===== src/rtl/boot_seq_pkg.sv =====
package boot_seq_pkg;
  typedef enum logic [2:0] {
    S_IDLE     = 3'd0,
    S_KEY_DEOB = 3'd1,
    S_DB_VER   = 3'd2,
    S_LOAD     = 3'd3,
    S_IMG_VER  = 3'd4,
    S_IMG_DEOB = 3'd5,
    S_DONE     = 3'd6,
    S_FAIL     = 3'd7
  } step_e;

  function automatic logic is_verify(step_e s);
    return (s == S_DB_VER) || (s == S_IMG_VER);
  endfunction

  function automatic logic is_deob(step_e s);
    return (s == S_KEY_DEOB) || (s == S_IMG_DEOB);
  endfunction

  function automatic logic is_end(step_e s);
    return (s == S_DONE) || (s == S_FAIL);
  endfunction

  function automatic step_e first_step(logic need_key);
    return need_key ? S_KEY_DEOB : S_DB_VER;
  endfunction

  function automatic step_e after_image(logic ok, logic need_img);
    if (!ok) return S_FAIL;
    return need_img ? S_IMG_DEOB : S_DONE;
  endfunction
endpackage


===== src/rtl/boot_seq_fsm.sv =====
module boot_seq_fsm
  import boot_seq_pkg::*;
(
  input  logic  clk,
  input  logic  rst_n,
  input  logic  selftest_pass,
  input  logic  need_key_deob,
  input  logic  need_img_deob,
  input  logic  cipher_done,
  input  logic  sig_done,
  input  logic  sig_ok,
  input  logic  load_done,
  output step_e step,
  output logic  cipher_start,
  output logic  sig_start,
  output logic  load_start,
  output logic  ev_boot_go,
  output logic  ev_key_back,
  output logic  ev_enter_ver,
  output logic  ev_enter_deob,
  output logic  ev_enter_end
);
  step_e nxt;
  logic  entering;

  always_comb begin
    nxt = step;
    unique case (step)
      S_IDLE:     if (selftest_pass) nxt = first_step(need_key_deob);
      S_KEY_DEOB: if (cipher_done)   nxt = S_DB_VER;
      S_DB_VER:   if (sig_done)      nxt = sig_ok ? S_LOAD : S_FAIL;
      S_LOAD:     if (load_done)     nxt = S_IMG_VER;
      S_IMG_VER:  if (sig_done)      nxt = after_image(sig_ok, need_img_deob);
      S_IMG_DEOB: if (cipher_done)   nxt = S_DONE;
      default:                       nxt = step;
    endcase
  end

  assign entering      = (nxt != step);
  assign ev_boot_go    = entering && (step == S_IDLE);
  assign ev_key_back   = entering && (step == S_KEY_DEOB);
  assign ev_enter_ver  = entering && is_verify(nxt);
  assign ev_enter_deob = entering && is_deob(nxt);
  assign ev_enter_end  = entering && is_end(nxt);

  always_ff @(posedge clk) begin
    if (!rst_n) begin
      step         <= S_IDLE;
      cipher_start <= 1'b0;
      sig_start    <= 1'b0;
      load_start   <= 1'b0;
    end else begin
      step         <= nxt;
      cipher_start <= ev_enter_deob;
      sig_start    <= ev_enter_ver;
      load_start   <= entering && (nxt == S_LOAD);
    end
  end

  assert_idle_wait_R1: assert property (@(posedge clk) disable iff (!rst_n)
    (step == S_IDLE && !selftest_pass) |=> (step == S_IDLE));
  assert_load_after_db_R4: assert property (@(posedge clk) disable iff (!rst_n)
    (step == S_LOAD && $past(step) != S_LOAD) |-> ($past(step) == S_DB_VER && $past(sig_ok)));
  assert_deob_after_ver_R5: assert property (@(posedge clk) disable iff (!rst_n)
    (step == S_IMG_DEOB && $past(step) != S_IMG_DEOB) |-> ($past(step) == S_IMG_VER && $past(sig_ok)));
  assert_done_sticky_R8: assert property (@(posedge clk) disable iff (!rst_n)
    (step == S_DONE) |=> (step == S_DONE));
  assert_fail_sticky_R8: assert property (@(posedge clk) disable iff (!rst_n)
    (step == S_FAIL) |=> (step == S_FAIL));
  assert_sig_pulse_R11: assert property (@(posedge clk) disable iff (!rst_n)
    sig_start |=> !sig_start);
  assert_cipher_pulse_R11: assert property (@(posedge clk) disable iff (!rst_n)
    cipher_start |-> is_deob(step));
  assert_one_start_R11: assert property (@(posedge clk) disable iff (!rst_n)
    $onehot0({cipher_start, sig_start, load_start}));
endmodule


===== src/rtl/boot_seq_keyreg.sv =====
module boot_seq_keyreg #(
  parameter int KEY_W = 128
) (
  input  logic             clk,
  input  logic             rst_n,
  input  logic             take_raw,
  input  logic             take_result,
  input  logic             wipe,
  input  logic [KEY_W-1:0] raw_key,
  input  logic [KEY_W-1:0] result,
  output logic [KEY_W-1:0] key_q
);
  always_ff @(posedge clk) begin
    if (!rst_n)           key_q <= '0;
    else if (wipe)        key_q <= '0;
    else if (take_result) key_q <= result;
    else if (take_raw)    key_q <= raw_key;
  end

  assert_wipe_R9: assert property (@(posedge clk) disable iff (!rst_n)
    wipe |=> (key_q == '0));
  assert_capture_R2: assert property (@(posedge clk) disable iff (!rst_n)
    (take_result && !wipe) |=> (key_q == $past(result)));
endmodule


===== src/rtl/boot_seq_ind.sv =====
module boot_seq_ind (
  input  logic clk,
  input  logic rst_n,
  input  logic set_approved,
  input  logic set_unapproved,
  output logic ind_q
);
  always_ff @(posedge clk) begin
    if (!rst_n)              ind_q <= 1'b0;
    else if (set_approved)   ind_q <= 1'b1;
    else if (set_unapproved) ind_q <= 1'b0;
  end

  assert_exclusive_R7: assert property (@(posedge clk) disable iff (!rst_n)
    !(set_approved && set_unapproved));
endmodule


===== src/rtl/boot_seq_ctrl.sv =====
module boot_seq_ctrl
  import boot_seq_pkg::*;
#(
  parameter int KEY_W = 128
) (
  input  logic             clk,
  input  logic             rst_n,
  input  logic             selftest_pass,
  input  logic             need_key_deob,
  input  logic             need_img_deob,
  input  logic [KEY_W-1:0] raw_key,
  output logic             cipher_start,
  output logic             cipher_sel,
  input  logic             cipher_done,
  input  logic [KEY_W-1:0] cipher_result,
  output logic             sig_start,
  output logic             sig_sel,
  input  logic             sig_done,
  input  logic             sig_ok,
  output logic             load_start,
  input  logic             load_done,
  output logic [KEY_W-1:0] key_word,
  output logic [2:0]       step_code,
  output logic             svc_ind,
  output logic             done_flag,
  output logic             fail_flag
);
  step_e step;
  logic  ev_boot_go, ev_key_back, ev_enter_ver, ev_enter_deob, ev_enter_end;

  boot_seq_fsm u_fsm (
    .clk(clk), .rst_n(rst_n), .selftest_pass(selftest_pass),
    .need_key_deob(need_key_deob), .need_img_deob(need_img_deob),
    .cipher_done(cipher_done), .sig_done(sig_done), .sig_ok(sig_ok),
    .load_done(load_done), .step(step),
    .cipher_start(cipher_start), .sig_start(sig_start), .load_start(load_start),
    .ev_boot_go(ev_boot_go), .ev_key_back(ev_key_back),
    .ev_enter_ver(ev_enter_ver), .ev_enter_deob(ev_enter_deob),
    .ev_enter_end(ev_enter_end)
  );

  boot_seq_keyreg #(.KEY_W(KEY_W)) u_key (
    .clk(clk), .rst_n(rst_n), .take_raw(ev_boot_go), .take_result(ev_key_back),
    .wipe(ev_enter_end), .raw_key(raw_key), .result(cipher_result), .key_q(key_word)
  );

  boot_seq_ind u_ind (
    .clk(clk), .rst_n(rst_n), .set_approved(ev_enter_ver),
    .set_unapproved(ev_enter_deob), .ind_q(svc_ind)
  );

  assign step_code  = step;
  assign cipher_sel = (step == S_IMG_DEOB);
  assign sig_sel    = (step == S_IMG_VER);
  assign done_flag  = (step == S_DONE);
  assign fail_flag  = (step == S_FAIL);

  assert_ind_ver_R7: assert property (@(posedge clk) disable iff (!rst_n)
    is_verify(step) |-> svc_ind);
  assert_ind_deob_R7: assert property (@(posedge clk) disable iff (!rst_n)
    is_deob(step) |-> !svc_ind);
  assert_key_wiped_R9: assert property (@(posedge clk) disable iff (!rst_n)
    is_end(step) |-> (key_word == '0));
  assert_flags_R10: assert property (@(posedge clk) disable iff (!rst_n)
    !(done_flag && fail_flag));
endmodule


===== config.mk =====
export PLATFORM = sky130hd
export DESIGN_NAME = boot_seq_ctrl
export DESIGN_NICKNAME = d
export VERILOG_FILES = /design/src/rtl/boot_seq_pkg.sv /design/src/rtl/boot_seq_fsm.sv /design/src/rtl/boot_seq_keyreg.sv /design/src/rtl/boot_seq_ind.sv /design/src/rtl/boot_seq_ctrl.sv
export SDC_FILE = /design/constraint.sdc
export NUM_CORES = 1
export LEC_CHECK = 0
export BUFFER_PORTS_ARGS = -buffer_cell sky130_fd_sc_hd__buf_4
export CAP_MARGIN = 5
export CORE_AREA = 2 2 155 157
export CTS_BUF_LIST = sky130_fd_sc_hd__clkbuf_4 sky130_fd_sc_hd__clkbuf_8
export DETAILED_ROUTE_END_ITERATION = 12
export DIE_AREA = 0 0 157 159
export PLACE_DENSITY = 0.58
export SYNTH_ARGS = -nofsm -noshare
export SYNTH_HDL_FRONTEND = slang
export SYNTH_HIERARCHICAL = 1
export SYNTH_SLANG_ARGS = --single-unit

===== constraint.sdc =====
create_clock -name clk -period 3.6 [get_ports clk]
set_clock_uncertainty 0.1 [all_clocks]
set_input_delay 0.18 -clock clk [delete_from_list [all_inputs] [get_ports clk]]
set_output_delay 0.18 -clock clk [all_outputs]
set_load 0.01 [all_outputs]

==> flow_summary.toml <==
[critical_path]
max_stage_delay_ps = 580
crit_path_top_delay_cell = "dlygate4sd3_1"
critical_path_arrival_ps = 3620
r2r-end = "u_key/key_q[107]$_SDFFE_PP0P_"
rr_startpoint = "u_fsm/step[0]$_SDFF_PN0_"
path_buf_inv = 2
required_ps = 3820
endpoint_kind = "flop"
path_class = "reg -> reg"
rrSetupSlack_ps = 200
worstPathMaxFanout = 54
critical-path-top-delay-family = "buffers and inverters"
start_kind = "flop"
path_cells = "nand2b_1, a21oi_2, nor4_4, a221oi_2, a2111oi_4, buf_12, mux2i_1, a211oi_2, dlygate4sd3_1"
r2r_cells = 9

[timing]
slew_violations = 0
tns_ps = 0
maxSlewHeadroom_pct = 56.7
setup_viol = 0
tightest_slew_ps = 650
rsz0062_at_grt = "false"
period_minus_slack_ps = 3400
fin_crit_sh_pct = 94.4
hold_viol_final = 0
fmax_mhz = 294

[drt]
ant_nets = 0
wirelength_mm = 26.4
drt-initial-drc-count = 254
wire_per_inst_um = 17.0
vias_per_cell = 4.54
dr.pass1.iters = 4
vias = 7046
drc = 0

[logic_synthesis]
synth_area_leaders = "dfxtp_1 (37%), a211oi_2 (21%), mux2i_1 (18%)"
synth_cell_types = 41
syn_avg_cell_area_um2 = 11.5
synth_edf_count = 0
yosysSeqAreaShare_pct = 37.3
yosys_register_bits = 135
synth.top_cells.by_count = "dfxtp_1 (135), nor2b_1 (131), mux2i_1 (128)"
yosysMostFrequentCell = "dfxtp_1"
syn_nets = 895
ys.flop_type = "dfxtp_1"
yosys_warnings = 6
netlist_instances = 630
synth_top_area_share_pct = 37.3
yosys.area.top_type = "dfxtp_1"
synth_area_mm2 = 0.00725
ys_async_sr_fraction_pct = 0

[clock_network]
clock_path_buffers = 2
cts_setup_buffers = 0
path_clk_slew_ps = 100
clkLatencyLatePin_ps = 420
clock-sinks = 135
numCtsBuffers = 17
cts_tree = "done"
h-tree-depth = 4
root_buffer = "clkbuf_8"

[die]
dieArea_mm2 = 0.0250
num_io_pins = 404
die_h_um = 159
initial_utilization_pct = 31.3
die_w_um = 157
core_mm2 = 0.0232
rows = 56

[hold_path]
hold_start = "raw_key[25]"
hold_path_end = "u_key/key_q[25]$_SDFFE_PP0P_"
hp-class = "in -> reg"
min_path_cells = 3

[grt]
antenna_found_initial = 1
gr-usage-all-layers_pct = 20.4
grt_max_degree = 59
globalRouteOverflowTotal = 0
grt_pass1_vias = 7508
grt_pass1_wl_mm = 40.1

[placed_design]
routabilityCongestion = 0.759
numPortBuffers = 403
place_hpwl_mm = 18.1

[outcome]
status = "complete, no violations"

[final_layout]
drive_gt1_share_pct = 48.4
area_growth_pct = 79.0
final_nets = 1485

[pwr]
p_leak_nw = 5.76
ir_drop_v = 0.000406
p_total_mw = 7.42
powerDensity_mw_per_mm2 = 572

[flow_run]
max_cap_violations = 0
[worst reg2reg max path: stages (launching register included)]
cell and delay (ps):
dfxtp_2 520, nand2b_1 170, a21oi_2 60, nor4_4 320, a221oi_2 150, a2111oi_4 520
buf_12 400, mux2i_1 380, a211oi_2 100, dlygate4sd3_1 580
[routing by layer]
| metal | share of wire (%) | GRT usage, % | vias to the layer above |
|---|---|---|---|
| li1 | - | - | 3470 |
| met1 | 40 | 22.9 | 3277 |
| met4 | 2.4 | 6.05 | 0 |
| met5 | 0 | 0 | - |
| met2 | 50 | 36.9 | 266 |
| met3 | 7.2 | 6.18 | 33 |
[what timing repair did]
item                                    4_1_cts  5_1_grt
endpoints found under the hold margin       135        6
hold buffers                                199        6
resized for setup                             0        2
endpoints found under the setup margin        0       43
[state kept, by name, indices dropped and copies added, names as in the netlist]
signal,cells
u_fsm/sig_start,1
u_fsm/load_start,1
u_fsm/cipher_start,1
u_key/key_q,128
u_fsm/step,3
u_ind/ind_q,1
[report_power, final]
group | internal, mW | leakage [nW] | switching [mW]
combinational | 2.14 | 4.45 | 1.72
sequential | 1.95 | 1.11 | 0.261
clock | 0.663 | 0.194 | 0.683
total | 4.76 | 5.76 | 2.66
[cells by family (layout without fill, tap and decap cells)]
logic type                Yosys count  after routing  share of synthesized area, %
and+or+nand+nor                   163            163                          14.7
AOI/OAI and AO/OA                 141            141                          23.2
DFF                               135            135                          37.3
muxes                             128            128                          17.7
buffers and inverters              62            665                          6.94
xor gates and xnor gates            1              1                         0.224
other                               0              1                             0
[layout make-up]
class / instances / area, um^2
Antenna cell: 1 / 2.50
Clock buffer: 20 / 263
Clock inverter: 12 / 143
Fill cell: 2019 / 10200
Inverter: 3 / 16.3
Multi-Input combinational cell: 433 / 4070
Sequential cell: 135 / 2710
Tap cell: 319 / 399
Timing Repair Buffer: 630 / 5380
[layout by cell type (no fill, tap or decap), types with 4 or more instances in the layout]
| cell type | synthesis | routed |
|---|---|---|
| dfxtp_1 | 135 | 133 |
| a211oi_1 | 10 | 10 |
| clkinvlp_4 | 0 | 4 |
| inv_6 | 0 | 6 |
| a211oi_2 | 120 | 120 |
| mux2i_1 | 128 | 128 |
| dlygate4sd3_1 | 0 | 205 |
| clkbuf_8 | 0 | 18 |
| buf_4 | 1 | 414 |
| nor2_1 | 8 | 8 |
| nor2b_1 | 131 | 131 |
| buf_12 | 13 | 11 |
[how the worst max path moves through the flow]
stage                              from                            end  slack (ps)  cells after the start
2_1_floorplan  u_fsm/step[0]$_SDFF_PN0_  u_key/key_q[103]$_SDFFE_PP0P_        1020                     10
3_3_place_gp   u_fsm/step[0]$_SDFF_PN0_   u_key/key_q[63]$_SDFFE_PP0P_         520                      9
3_5_place_dp   u_fsm/step[0]$_SDFF_PN0_   u_key/key_q[21]$_SDFFE_PP0P_         510                      9
4_1_cts        u_fsm/step[0]$_SDFF_PN0_   u_key/key_q[44]$_SDFFE_PP0P_          10                     10
5_1_grt        u_fsm/step[0]$_SDFF_PN0_   u_key/key_q[82]$_SDFFE_PP0P_          30                      9
6_report       u_fsm/step[0]$_SDFF_PN0_  u_key/key_q[107]$_SDFFE_PP0P_         200                      9
[metrics by stage]
step	cells	utilization, %	setup slack [ps]	hold WS, ps	area, um^2
2_1_floorplan	630	-	1020	197	7250
3_3_place_gp	1315	45.4	524	363	10500
3_5_place_dp	1315	45.4	506	368	10500
4_1_cts	1546	55.7	11.7	0.549	12900
5_1_grt	1553	56.0	25.8	0.655	13000
6_report	1553	56.0	202	37.8	13000
Note: power is estimated with default switching activity, not from simulation.
